**src/rtl/srg_clkgen.sv**
```systemverilog
module srg_clkgen #(
  parameter int DIV_W = 8,
  parameter int PER_W = 12,
  parameter int WID_W = 8
) (
  input  logic             clk,
  input  logic             rst,
  input  logic             en,
  input  logic             mode_sel,
  input  logic             mode_ext,
  input  logic             pol_ext,
  input  logic             pol_rx,
  input  logic             pol_tx,
  input  logic             sync_en,
  input  logic             pin_ext,
  input  logic             pin_rx,
  input  logic             pin_tx,
  input  logic             pin_fs,
  input  logic [DIV_W-1:0] div_val,
  input  logic [PER_W-1:0] per_val,
  input  logic [WID_W-1:0] wid_val,
  output logic             bclk,
  output logic             bclk_rise,
  output logic             fsync
);
  localparam int CW = (PER_W > WID_W ? PER_W : WID_W) + 1;

  logic [3:0] s1, s2, s3;
  always_ff @(posedge clk) begin
    if (rst) begin
      s1 <= '0; s2 <= '0; s3 <= '0;
    end else begin
      s1 <= {pin_fs, pin_tx, pin_rx, pin_ext};
      s2 <= s1;
      s3 <= s2;
    end
  end

  logic [3:0] rise_v;
  logic [2:0] fall_v, pol, act;
  assign rise_v = s2 & ~s3;
  assign fall_v = ~s2[2:0] & s3[2:0];
  assign pol    = {pol_tx, pol_rx, pol_ext};
  assign act    = (rise_v[2:0] & ~pol) | (fall_v & pol);

  logic src_tick;
  always_comb begin
    case ({mode_sel, mode_ext})
      2'b00:   src_tick = act[0];
      2'b01:   src_tick = act[1];
      2'b10:   src_tick = 1'b1;
      default: src_tick = act[2];
    endcase
  end

  logic resync;
  assign resync = sync_en & rise_v[3];

  logic [DIV_W-1:0] cnt, nc;
  logic [DIV_W:0]   hi;
  logic             wrap;
  assign wrap = cnt >= div_val;
  assign nc   = wrap ? '0 : cnt + DIV_W'(1);
  assign hi   = ({1'b0, div_val} + (DIV_W+1)'(2)) >> 1;

  logic [PER_W-1:0] fpos;
  logic [CW-1:0]    npos_x, wid_x;
  logic             run, armed;
  assign npos_x = CW'(fpos) + CW'(1);
  assign wid_x  = CW'(wid_val);

  always_ff @(posedge clk) begin
    if (rst || !en) begin
      cnt <= '0; fpos <= '0; run <= 1'b0; armed <= 1'b0;
      bclk <= 1'b0; bclk_rise <= 1'b0; fsync <= 1'b0;
    end else if (resync) begin
      cnt <= '0; run <= 1'b0; armed <= 1'b1;
      bclk <= 1'b1; bclk_rise <= 1'b0; fsync <= 1'b0;
    end else begin
      bclk_rise <= src_tick & wrap;
      if (src_tick) begin
        cnt  <= nc;
        bclk <= {1'b0, nc} < hi;
        if (wrap) begin
          if (!run) begin
            if (!sync_en || armed) begin
              fpos <= '0; run <= 1'b1; armed <= 1'b0; fsync <= 1'b1;
            end else begin
              fsync <= 1'b0;
            end
          end else if (fpos >= per_val) begin
            if (sync_en) begin
              run <= 1'b0; fsync <= 1'b0;
            end else begin
              fpos <= '0; fsync <= 1'b1;
            end
          end else begin
            fpos  <= fpos + PER_W'(1);
            fsync <= npos_x <= wid_x;
          end
        end
      end
    end
  end
endmodule

```
**config.mk**
```make
export PLATFORM = sky130hd
export DESIGN_NAME = srg_clkgen
export DESIGN_NICKNAME = d
export VERILOG_FILES = /design/src/rtl/srg_clkgen.sv
export SDC_FILE = /design/constraint.sdc
export NUM_CORES = 1
export LEC_CHECK = 0
export CAP_MARGIN = 20
export CELL_PAD_IN_SITES_DETAIL_PLACEMENT = 1
export CELL_PAD_IN_SITES_GLOBAL_PLACEMENT = 2
export CORE_ASPECT_RATIO = 1.25
export CORE_MARGIN = 1
export CORE_UTILIZATION = 35
export CTS_BUF_LIST = sky130_fd_sc_hd__clkbuf_8 sky130_fd_sc_hd__clkbuf_16
export CTS_CLUSTER_SIZE = 28
export DETAILED_ROUTE_END_ITERATION = 6
export DONT_BUFFER_PORTS = 1
export PLACE_DENSITY_LB_ADDON = 0.1
export SKIP_LAST_GASP = 1
export SLEW_MARGIN = 0
export SYNTH_ARGS = -nofsm -noshare
export SYNTH_HDL_FRONTEND = slang
export SYNTH_SLANG_ARGS = --single-unit
```
**constraint.sdc**
```tcl
create_clock -name clk -period 5.6 [get_ports clk]
set_input_delay 0.56 -clock clk [delete_from_list [all_inputs] [get_ports clk]]
set_output_delay 0.56 -clock clk [all_outputs]
set_load 0.05 [all_outputs]
```
# After elaboration in Yosys (flattened, before gate mapping)
# Index checks and enable logic that the tools add are counted.
# word_totals
output_inout_bits,3
elab_cells,65
ff_bits,37
inputBits,41
# classes
n_lt_le_gt_ge,4
n_eq_ne,4
reduce_logical,13
bitwise,11
n_mux,19
n_addsub,4
# op_table
op,n
12-bit 2-to-1 mux,4
"12-bit by 1-bit adder with 13-bit output, second input constant",1
13-bit by 8-bit <= comparator with 1-bit output,1
1-bit 2-to-1 mux,13
"12-bit by 1-bit adder with 12-bit output, second input constant",1
12-bit greater-or-equal comparator,1
"8-bit by 2-bit adder with 9-bit output, second input constant",1
3-bit AND,3
"8-bit by 1-bit adder with 8-bit output, second input constant",1
8-bit greater-or-equal comparator,1
8-bit less-than comparator,1
8-bit 2-to-1 mux,1
2-bit nonzero test,4
3-bit NOT,2
5-bit AND reduction,1
4-bit AND,1
4-bit NOT,1
4-bit AND reduction,1
"3-bit inequality test, second input constant",1
3-bit OR,1
1-bit case mux with 3 select lines,1
1-bit AND,2
"2-bit by 1-bit equality test with 1-bit output, second input constant",1
"2-bit equality test, second input constant",1
other kinds (7),9

# Logic depth before layout (Yosys ltp)
# Gate-level depths: netlist of the first run.
# logic_depth
depth_word,7
depth_mapped,13
mapped_depth_nobuf,12

# Worst setup path after synthesis of the first run
# Ideal clock, no wire load.
# synth_path
kind,in2reg
start,in div_val[4]
end,reg bclk
n_path_buf,1
required_ns,5.508
setup_ns,0.092
t_arrival_ns,2.695
stages,13
slack_ns,2.813
path_cell_list,inv_1 -> ha_1 -> a21o_1 -> a221oi_1 -> o21ai_1 -> clkbuf_1 -> nor2_1 -> ha_1 -> a21oi_1 -> nor2b_1 -> o21ai_0 -> o211ai_1 -> o32ai_1
# synth_between
elab_chain_cells,5
word_cells_on_any_way,6
cone_classes,1 x add/sub; 2 x order compare; 3 x mux
# synth_lines
item,line_no,text
from (decl),19,"input logic [DIV_W-1:0] div_val,"
8-bit greater-or-equal comparator,62,assign wrap = cnt >= div_val;
8-bit 2-to-1 mux,63,assign nc = wrap ? '0 : cnt + DIV_W'(1);
via nc[5],59,"logic [DIV_W-1:0] cnt, nc;"
8-bit less-than comparator,83,"bclk <= {1'b0, nc} < hi;"
1-bit 2-to-1 mux,81,if (src_tick) begin
1-bit 2-to-1 mux,76,end else if (resync) begin
to (signal assigned),83,
to (decl),22,"output logic bclk,"
# The timed path passes the listed nets, and every way through them passes these cells. The select of a mux whose other input is x is not followed.
# A chain may end at the register's enable or synchronous reset.

# Worst setup path after layout of the first run
# layout_path
start,reg cnt[0]
end,reg bclk
# layout_between
elab_chain_cells,5
word_cells_on_any_way,6
cone_classes,1 x add/sub; 2 x order compare; 3 x mux
# layout_lines
item,line_no,text
from (decl),59,
from (signal assigned),82,cnt <= nc;
8-bit by 1-bit adder with 8-bit output or 8-bit greater-or-equal comparator (tied branches),"63, 62",
8-bit 2-to-1 mux *,63,
via nc[5],59,
8-bit less-than comparator *,83,
1-bit 2-to-1 mux *,81,
1-bit 2-to-1 mux *,76,
# Mark *: on every way through the listed nets, which the timed path passes. The rest lies on a longest branch. The select of a mux whose other input is x is not followed.

==> results.sh, run 1 <==
export IMPL_status="completed"
export IMPL_wl_per_cell_um=16.2
export IMPL_drt_iter0_drc=91
export IMPL_dieArea_sq_um=8550
export IMPL_yosys_area_share_simple_pct=24.1
export IMPL_regArea_sq_um=741
export IMPL_cp_top_family="compound AO/OA/AOI/OAI gates"
export IMPL_rows=36
export IMPL_synth_edf_count=0
export IMPL_numCtsBuffers=5
export IMPL_synth_area_leader_cell="dfxtp_1"
export IMPL_ir_worst_vdd_mv=0.0959
export IMPL_place_congestion=0.783
export IMPL_async_flop_share_pct=0
export IMPL_p_leak_nw=1.24
export IMPL_viasPerCell=5.60
export IMPL_nets=424
export IMPL_syn_inst=352
export IMPL_tns_ns=0
export IMPL_ys_seq_elements=37
export IMPL_min_period_over_period_pct=55.7
export IMPL_cp_max_fo=14
export IMPL_initial_utilization_pct=36.3
export IMPL_holdBufCountCts=0
export IMPL_final_area_sq_um=3020
export IMPL_tightestPinTransition_ns=0.956
export IMPL_cts_resized=0
export IMPL_antenna_found_initial=0
export IMPL_die_h_um=103
export IMPL_yosys_area_share_xor_xnor_pct=5.50
export IMPL_crit_start="cnt[0]$_SDFFE_PP0N_"
export IMPL_gr_usage_all_layers_pct=17.8
export IMPL_drtPass1Iterations=4
export IMPL_instances_no_fill=441
export IMPL_num_io_pins=44
export IMPL_ys_seq_area_share_pct=25.9
export IMPL_insertion_delay_ns=0.29
export IMPL_cts_tree="yes"
export IMPL_rr_worst_depth=12
export IMPL_die_w_um=82.9
export IMPL_cts_num_sinks=37
export IMPL_fillers=957
export IMPL_fmax_mhz=321
export IMPL_synth_top_family_by_area="simple AND/OR/NAND/NOR gates"
export IMPL_hold_path_class="in2reg"
export IMPL_slew_headroom_pct=35.9
export IMPL_synthAdderAreaFrac_pct=16.6
export IMPL_cp_cell_sequence="inv_1 > ha_1 > nand2b_1 > a31oi_1 > o21ai_1 > nor2_1 > ha_1 > a21oi_1 > nor2b_1 > o21ai_0 > o211ai_1 > o32ai_1"
export IMPL_clkTransAtPathRegs_ns=0.08
export IMPL_period_minus_slack_ns=3.12
export IMPL_cp_common_cell="ha_1"
export IMPL_synth_compound_area_share_pct=20.7
export IMPL_worstSetupEndpointType="flip-flop"
export IMPL_grt_pass1_wl_um=12300
export IMPL_hpwl_um=5470
export IMPL_dpl_cell_count=433
export IMPL_netlist_area_sq_um=2860
export IMPL_cp_num_buf_inv=1
export IMPL_drcViolationCount=0
export IMPL_power_density_nw_per_um2=186
export IMPL_coreArea_sq_um=7880
export IMPL_yosysUniqueCellTypes=51
export IMPL_startpoint_type="flip-flop"
export IMPL_multiInputGateArea_sq_um=1930
export IMPL_r2r_slack_ns=2.48
export IMPL_maxCapViolCount=0
export IMPL_drive_above_1_share_pct=5.20
export IMPL_rsz0062_at_grt="false"
export IMPL_cts_root_buf="clkbuf_8"
export IMPL_cts_buffer_depth=2
export IMPL_yosys_warnings=0
export IMPL_grt_pass1_vias=2446
export IMPL_cts_setup_buffers=0
export IMPL_cp_depth=12
export IMPL_crit_end="bclk$_SDFFE_PP0N_"
export IMPL_ys_flop_type="dfxtp_1"
export IMPL_critPathArrivalTime_ns=3.32
export IMPL_synth_mux_area_share_pct=0.349
export IMPL_setup_ws_ns=2.48
export IMPL_n_antenna_cell=0
export IMPL_skew_ns=0.00899
export IMPL_drv_slew=0
export IMPL_syn_num_nets=431
export IMPL_synthTopCellsByArea="dfxtp_1, ha_1, a21oi_1"
export IMPL_grt_max_degree=21
export IMPL_yosysTopAreaCellShare_pct=25.9
export IMPL_setup_viol=0
export IMPL_crit_slowest_cell="o21ai_1"
export IMPL_finalHoldViolCount=0
export IMPL_r2r_start="cnt[0]$_SDFFE_PP0N_"
export IMPL_ant_nets=0
export IMPL_worstSetupPathType="reg2reg"
export IMPL_worstPathRequired_ns=5.80
export IMPL_utilization_pct=38.3
export IMPL_overflow=0
export IMPL_pre_cts_ws_ns=2.40
export IMPL_rr_endpoint="bclk$_SDFFE_PP0N_"
export IMPL_cp_slowest_stage_delay_ns=0.77
export IMPL_syn_avg_cell_area_sq_um=8.14
export IMPL_area_growth_pct=5.50
export IMPL_port_buffers=0
export IMPL_drt_total_wl_um=7130
export IMPL_vias=2470
export IMPL_htree_levels=2
export IMPL_placed_cell_area_sq_um=2910
## cells in the mapped netlist (all sizes together), types with 2 or more instances
library cell / n
o221ai: 3
xor2: 6
a21o: 3
a211oi: 6
and3: 6
and2: 2
a221oi: 2
o21a: 3
nor2b: 19
xnor2: 12
ha: 38
nand3: 15
nand2: 15
a41oi: 3
or3: 2
nand4: 13
nand3b: 2
nor2: 30
o31ai: 12
a21oi: 31
or2: 2
o21ai: 8
o211ai: 3
inv: 29
and4: 2
a31oi: 6
dfxtp: 37
clkbuf: 7
buf: 8
nor3: 9
nand2b: 7
## final cells by class
cell class              instances  area share [%]
clock buffers                   5            2.28
well taps                      95            3.93
clock inverters                 3            1.53
flip-flops and latches         37            24.5
inverters                      29            3.60
repair buffers                  1           0.248
multi-input cells             271            63.9
## how the worst min path moves through the flow
stage / startpoint / to / depth (start not counted)
2_1_floorplan: s1[0]$_SDFF_PP0_ / s2[0]$_SDFF_PP0_ / 1
3_3_place_gp: s1[0]$_SDFF_PP0_ / s2[0]$_SDFF_PP0_ / 1
3_5_place_dp: s1[2]$_SDFF_PP0_ / s2[2]$_SDFF_PP0_ / 1
4_1_cts: rst / s1[2]$_SDFF_PP0_ / 1
5_1_grt: rst / s3[0]$_SDFF_PP0_ / 1
6_report: rst / s1[2]$_SDFF_PP0_ / 1
## sequential cells by signal, summed over array words and instances, names as in the netlist
register / cells
fpos: 12
cnt: 8
s1: 4
s2: 4
s3: 4
armed: 1
bclk: 1
bclk_rise: 1
fsync: 1
run: 1
## through the flow
step,power [mW],hold WS [ns]
final,0.561,0.323
after global placement,0.329,0.417
after floorplan,0.319,0.414
after detailed placement,0.330,0.428
after global routing,0.592,0.302
after CTS,0.570,0.310
## report_power, final
part | leakage [nW] | switching, mW | internal (mW)
logic | 0.885 | 0.0308 | 0.0211
clock network | 0.0543 | 0.105 | 0.133
registers | 0.300 | 0.00412 | 0.267
## metal layers
metal  wire length [um]  track usage [%]  part of all wire, %
met2               3650             33.4                   51
met5                  0                0                    0
met1               3190             21.2                   45
met3                178             2.56                  2.5
met4                109             4.91                  1.5
## cell usage in the layout, fill, tap and decap left out, drive strengths merged, types with 13 or more instances in the layout
cell	count
nor2	30
inv	29
nor2b	19
nand4	13
ha	38
a21oi	31
dfxtp	37
nand3	15
nand2	15
## logic make-up (layout without fill, tap and decap cells)
kind of cell,Yosys count,count (layout)
xor+xnor,18,18
fa+ha+maj,38,38
simple gates,127,127
buf+inv,44,38
flops,37,37
compound gates,87,87
mux,1,1
No activity file was read; power rests on OpenSTA's default activity.
==> run 2, diff against run 1 <==
Clock period 5.6 ns to 3.19 ns, I/O delays scaled along.
==> results.sh, run 2 (synthesis gave the netlist of run 1 again) <==
export IMPL_status="completed"
export IMPL_overflow=0
export IMPL_rsz0062_at_grt="false"
export IMPL_fmax_mhz=372
export IMPL_holdCritStartpoint="rst"
export IMPL_cp_slowest_stage_delay_ns=0.53
export IMPL_p_clk_share_pct=38.4
export IMPL_critPathArrivalTime_ns=2.94
export IMPL_numCtsBuffers=5
export IMPL_skew_ns=0.0116
export IMPL_initial_utilization_pct=36.3
export IMPL_dieArea_sq_um=8550
export IMPL_regMostFlops="fpos"
export IMPL_cts_resized=0
export IMPL_viasPerCell=5.63
export IMPL_cp_max_fo=9
export IMPL_cp_common_cell="nand2_1"
export IMPL_startpoint_type="flip-flop"
export IMPL_rows=36
export IMPL_holdBufCountCts=0
export IMPL_intPower_mw=0.666
export IMPL_tightestPinTransition_ns=0.601
export IMPL_die_w_um=82.9
export IMPL_drt_total_wl_um=7710
export IMPL_rr_endpoint="fsync$_SDFFE_PP0P_"
export IMPL_drtPass1Iterations=4
export IMPL_power_frac_comb_pct=10.6
export IMPL_cp_cell_sequence="and4_1 > nand2_1 > xnor2_1 > ha_1 > a211oi_1 > nand2_1 > o221ai_1 > a31oi_1 > o41ai_1 > a31o_1"
export IMPL_r2r_slack_ns=0.50
export IMPL_rr_worst_depth=10
export IMPL_ir_worst_vdd_mv=0.231
export IMPL_hold_path_class="in2reg"
export IMPL_worstSetupEndpointType="flip-flop"
export IMPL_r2r_start="fpos[3]$_SDFFE_PP0P_"
export IMPL_setup_ws_ns=0.498
export IMPL_largest_reg_flops=12
export IMPL_insertion_delay_ns=0.30
export IMPL_num_io_pins=44
export IMPL_min_path_cells=1
export IMPL_coreArea_sq_um=7880
export IMPL_maxCapViolCount=0
export IMPL_gr_usage_all_layers_pct=18.9
export IMPL_hpwl_um=6010
export IMPL_area_growth_pct=6.33
export IMPL_worstSetupPathType="reg2reg"
export IMPL_grt_pass1_wl_um=12800
export IMPL_finalHoldViolCount=0
export IMPL_p_leak_nw=1.26
export IMPL_cts_num_sinks=37
export IMPL_antenna_found_initial=0
export IMPL_min_to="s3[3]$_SDFF_PP0_"
export IMPL_drv_slew=0
export IMPL_drt_iter0_drc=91
export IMPL_port_buffers=0
export IMPL_switching_share_pct=28.5
export IMPL_min_period_over_period_pct=84.4
export IMPL_grt_max_degree=19
export IMPL_pre_cts_ws_ns=0.499
export IMPL_vias=2515
export IMPL_htree_levels=2
export IMPL_holdWs_ns=0.0798
export IMPL_final_cell_mix="ha_1, dfxtp_1, a21oi_1"
export IMPL_drive_above_1_share_pct=6.82
export IMPL_drcViolationCount=0
export IMPL_cts_buffer_depth=2
export IMPL_slew_headroom_pct=60.0
export IMPL_clkTransAtPathRegs_ns=0.09
export IMPL_reg_top3="fpos (12), cnt (8)"
export IMPL_layout_commonest_cell="ha_1"
export IMPL_switchingPower_mw=0.266
export IMPL_period_minus_slack_ns=2.69
export IMPL_ant_nets=0
export IMPL_grt_pass1_vias=2508
export IMPL_n_antenna_cell=0
export IMPL_place_congestion=0.745
export IMPL_cts_root_buf="clkbuf_8"
export IMPL_power_density_nw_per_um2=306
export IMPL_worstPathRequired_ns=3.44
export IMPL_die_h_um=103
export IMPL_tns_ns=0
export IMPL_wl_per_cell_um=17.2
export IMPL_nets=430
export IMPL_pwr_share_seq_pct=51.0
export IMPL_cts_tree="yes"
export IMPL_cts_setup_buffers=0
export IMPL_setup_viol=0
export IMPL_crit_slowest_cell="dfxtp_1"
run 2: changes by cell type in the layout (fill, tap and decap cells not counted), sizes merged:
| cell | before | now |
|---|---|---|
| bufinv | 1 | 0 |
| inv | 29 | 30 |
| buf | 1 | 7 |
run 2: per-layer routing:
metal,track usage [%],routed length (um),share of wire (%)
met1,21.2,3300,43
met2,36.9,4170,54
met3,2.56,143,1.9
met4,6.23,91,1.2
met5,0,0,0
run 2: layout make-up:
cell class	count	area, sq um
clock buffer	5	68.8
sequential	37	741
fill	963	4840
multi-input combinational	271	1930
clock inverter	3	25.0
timing repair buffer	7	52.6
inverter	29	109
tap	95	119
run 2: worst max path at each step:
stage / slack (ns) / startpoint / end / depth (start not counted)
after global routing: 0.16 / fpos[3]$_SDFFE_PP0P_ / fsync$_SDFFE_PP0P_ / 10
after floorplan: 0.64 / div_val[4] / bclk$_SDFFE_PP0N_ / 13
after CTS: 0.47 / fpos[3]$_SDFFE_PP0P_ / fsync$_SDFFE_PP0P_ / 10
final: 0.50 / fpos[3]$_SDFFE_PP0P_ / fsync$_SDFFE_PP0P_ / 10
after global placement: 0.54 / fpos[0]$_SDFFE_PP0P_ / fsync$_SDFFE_PP0P_ / 10
after detailed placement: 0.50 / fpos[3]$_SDFFE_PP0P_ / fsync$_SDFFE_PP0P_ / 10
run 2: worst max-delay path: cells and delay by family, from the launching register on:
| kind | cells | cell delay (ns) |
|---|---|---|
| XOR/XNOR | 1 | 0.22 |
| flip-flops | 1 | 0.53 |
| AO/OA/AOI/OAI | 5 | 1.04 |
| AND/OR/NAND/NOR | 3 | 0.55 |
| adder cells (fa/ha/maj) | 1 | 0.30 |
run 2: power groups by stage:
stage	Sequential, mW	Combinational (mW)	Clock [mW]
after global routing	0.477	0.112	0.394
final	0.476	0.0986	0.358
after floorplan	0.486	0.0747	0
after CTS	0.476	0.101	0.374
after detailed placement	0.487	0.0998	0
after global placement	0.486	0.0983	0
run 2: through the flow:
stage | instances | area [sq um] | total power, mW | util [%]
floorplan | 352 | 2860 | 0.560 | -
global placement | 439 | 2950 | 0.585 | 37.4
detailed placement | 439 | 2950 | 0.587 | 37.4
CTS | 447 | 3050 | 0.950 | 38.6
global route | 447 | 3050 | 0.983 | 38.6
finish | 447 | 3050 | 0.933 | 38.6
==> run 3, diff against run 2 <==
Settings changed: ABC_AREA set to 1, CORE_UTILIZATION 35 to 31.
Clock period 3.19 ns to 2.38 ns, I/O delays scaled along.
==> results.sh, run 3 <==
export IMPL_status="completed"
export IMPL_antenna_found_initial=0
export IMPL_slew_headroom_pct=64.4
export IMPL_numCtsBuffers=5
export IMPL_ys_seq_elements=37
export IMPL_netlist_area_sq_um=2850
export IMPL_insertion_delay_ns=0.29
export IMPL_reg_top3="fpos (12), cnt (8)"
export IMPL_syn_inst=430
export IMPL_drv_slew=0
export IMPL_rsz0062_at_grt="true"
export IMPL_tightestPinTransition_ns=0.532
export IMPL_initial_utilization_pct=32.4
export IMPL_drt_total_wl_um=7350
export IMPL_drcViolationCount=0
export IMPL_die_w_um=87.8
export IMPL_cts_tree="yes"
export IMPL_power_frac_comb_pct=12.4
export IMPL_p_leak_nw=1.67
export IMPL_worstSetupPathType="reg2reg"
export IMPL_ir_worst_vdd_mv=0.251
export IMPL_cts_buffer_depth=2
export IMPL_setup_viol=0
export IMPL_clkTransAtPathRegs_ns=0.09
export IMPL_placed_cell_area_sq_um=3020
export IMPL_largest_reg_flops=12
export IMPL_cp_top_family="simple AND/OR/NAND/NOR gates"
export IMPL_worstSetupEndpointType="flip-flop"
export IMPL_area_growth_pct=12.7
export IMPL_switchingPower_mw=0.395
export IMPL_yosys_warnings=0
export IMPL_synth_edf_count=0
export IMPL_synth_area_leader_cell="dfxtp_1"
export IMPL_drive_above_1_share_pct=9.98
export IMPL_cp_num_buf_inv=1
export IMPL_cts_num_sinks=37
export IMPL_gr_usage_all_layers_pct=16.8
export IMPL_yosysUniqueCellTypes=29
export IMPL_pwr_share_seq_pct=42.7
export IMPL_ys_seq_area_share_pct=26.0
export IMPL_pre_cts_ws_ns=0.0157
export IMPL_yosysTopAreaCellShare_pct=26.0
export IMPL_ant_nets=0
export IMPL_dieArea_sq_um=9600
export IMPL_critPathArrivalTime_ns=2.49
export IMPL_fmax_mhz=444
export IMPL_min_period_over_period_pct=94.7
export IMPL_wl_per_cell_um=13.1
export IMPL_regMostFlops="fpos"
export IMPL_vias=2586
export IMPL_hpwl_um=6130
export IMPL_cp_max_fo=6
export IMPL_syn_avg_cell_area_sq_um=6.64
export IMPL_grt_pass1_vias=2603
export IMPL_drt_iter0_drc=46
export IMPL_regArea_sq_um=748
export IMPL_synth_common_cells="inv_1, nand2_1, nor2_1"
export IMPL_maxCapViolCount=0
export IMPL_grt_pass1_wl_um=12300
export IMPL_layout_commonest_cell="inv_1"
export IMPL_viasPerCell=4.61
export IMPL_place_congestion=0.811
export IMPL_rows=38
export IMPL_finalHoldViolCount=0
export IMPL_cts_root_buf="clkbuf_8"
export IMPL_ys_flop_type="dfxtp_1"
export IMPL_n_antenna_cell=0
export IMPL_cp_cell_sequence="nand2_1 > nor2_1 > nand2_1 > xor2_1 > ha_1 > nand3_1 > inv_1 > nand3_1 > nand3_1 > nor2_1 > nand2_1 > nand2_1 > nand2_1 > a21oi_2"
export IMPL_fillers=1172
export IMPL_die_h_um=109
export IMPL_final_cell_mix="inv_1, nand2_1, nor2_1"
export IMPL_power_density_nw_per_um2=474
export IMPL_multiInputGateArea_sq_um=1790
export IMPL_coreArea_sq_um=8800
export IMPL_syn_num_nets=509
export IMPL_startpoint_type="flip-flop"
export IMPL_p_clk_share_pct=44.9
export IMPL_intPower_mw=1.13
export IMPL_r2r_slack_ns=0.13
export IMPL_htree_levels=2
export IMPL_nets=519
export IMPL_num_io_pins=44
export IMPL_overflow=0
export IMPL_switching_share_pct=25.9
export IMPL_crit_slowest_cell="dfxtp_1"
export IMPL_hold_path_class="in2reg"
export IMPL_yosysMostFrequentCell="inv_1"
export IMPL_port_buffers=0
export IMPL_grt_max_degree=16
export IMPL_period_minus_slack_ns=2.25
export IMPL_worstPathRequired_ns=2.62
export IMPL_skew_ns=0.00948
export IMPL_cp_common_cell="nand2_1"
export IMPL_async_flop_share_pct=0
export IMPL_synthTopCellsByArea="dfxtp_1, ha_1, inv_1"
export IMPL_drtPass1Iterations=4
export IMPL_cp_slowest_stage_delay_ns=0.49
export IMPL_final_area_sq_um=3220
export IMPL_setup_ws_ns=0.126
run 3: cell count changes in the layout (fill, tap and decap cells not counted), sizes merged, moves of 7 or more:
cell    delta
nand2     +66
inv       +56
nor2      +39
nor2b     -19
o21ai     +16
o31ai     -12
xnor2     -10
nand2b     -7
xor2       +7
run 3: path summary, 6_finish.rpt:
check,endpoint,startpoint,cells past startpoint
min reg2reg,s2[0]$_SDFF_PP0_,s1[0]$_SDFF_PP0_,2
min,s1[3]$_SDFF_PP0_,pin_fs,2
max reg2reg,fsync$_SDFFE_PP0P_,fpos[4]$_SDFFE_PP0P_,14
max,fsync$_SDFFE_PP0P_,fpos[4]$_SDFFE_PP0P_,14
run 3: power by group through the flow:
stage	Clock, mW	Sequential (mW)	Combinational, mW
2_1_floorplan	0	0.660	0.142
3_3_place_gp	0	0.664	0.183
3_5_place_dp	0	0.664	0.187
4_1_cts	0.709	0.650	0.193
5_1_grt	0.736	0.653	0.224
6_report	0.684	0.650	0.189
run 3: worst register-to-register path, stage by stage, from the launching register on:
cell and delay (ns):
dfxtp_1 0.49, nand2_1 0.16, nor2_1 0.23, nand2_1 0.10, xor2_1 0.23, ha_1 0.29, nand3_1 0.09, inv_1 0.06
nand3_1 0.08, nand3_1 0.07, nor2_1 0.12, nand2_1 0.06, nand2_1 0.06, nand2_1 0.06, a21oi_2 0.11
run 3: cells by family (layout without fill, tap and decap cells):
logic type,Yosys count,count (layout),synth area share [%]
AOI/OAI and AO/OA,57,57,10.6
and+or+nand+nor,192,192,29.8
xor gates and xnor gates,15,15,4.60
adders and majority gates,38,38,16.7
DFF,37,37,26.0
buffers and inverters,91,102,12.4
run 3: per-stage QoR:
step	cells	setup TNS (ns)	hold slack, ns	power, mW	utilization, %
floorplan	430	0	0.309	0.802	-
global placement	550	0	0.310	0.847	34.3
detailed placement	550	0	0.313	0.851	34.3
CTS	559	0	0.0288	1.55	36.0
global route	561	-0.0345	0.0218	1.61	36.6
finish	561	0	0.0374	1.52	36.6
run 3: layer usage:
| layer | wire length (um) | vias up | global-route usage (%) |
|---|---|---|---|
| met5 | 0 | - | 0 |
| met3 | 149 | 4 | 2.57 |
| met4 | 77 | 0 | 4.57 |
| met1 | 3070 | 1175 | 18.4 |
| li1 | - | 1379 | - |
| met2 | 4050 | 28 | 32.8 |
run 3: final cells by class:
cell class                 count  share of cell area [%]
tap                          120                    4.67
clock inverter                 3                    2.14
sequential                    37                    23.3
clock buffer                   5                    2.14
timing repair buffer           9                    2.18
multi-input combinational    302                    55.6
inverter                      85                    10.0
run 3: timing repair:
item | 4_1_cts | 5_1_grt
setup buffers | 0 | 2
pin swaps | 0 | 1
endpoints found under the setup margin | 1 | 5
resized for setup | 1 | 12
hold buffers | 1 | 0
endpoints found under the hold margin | 12 | 0
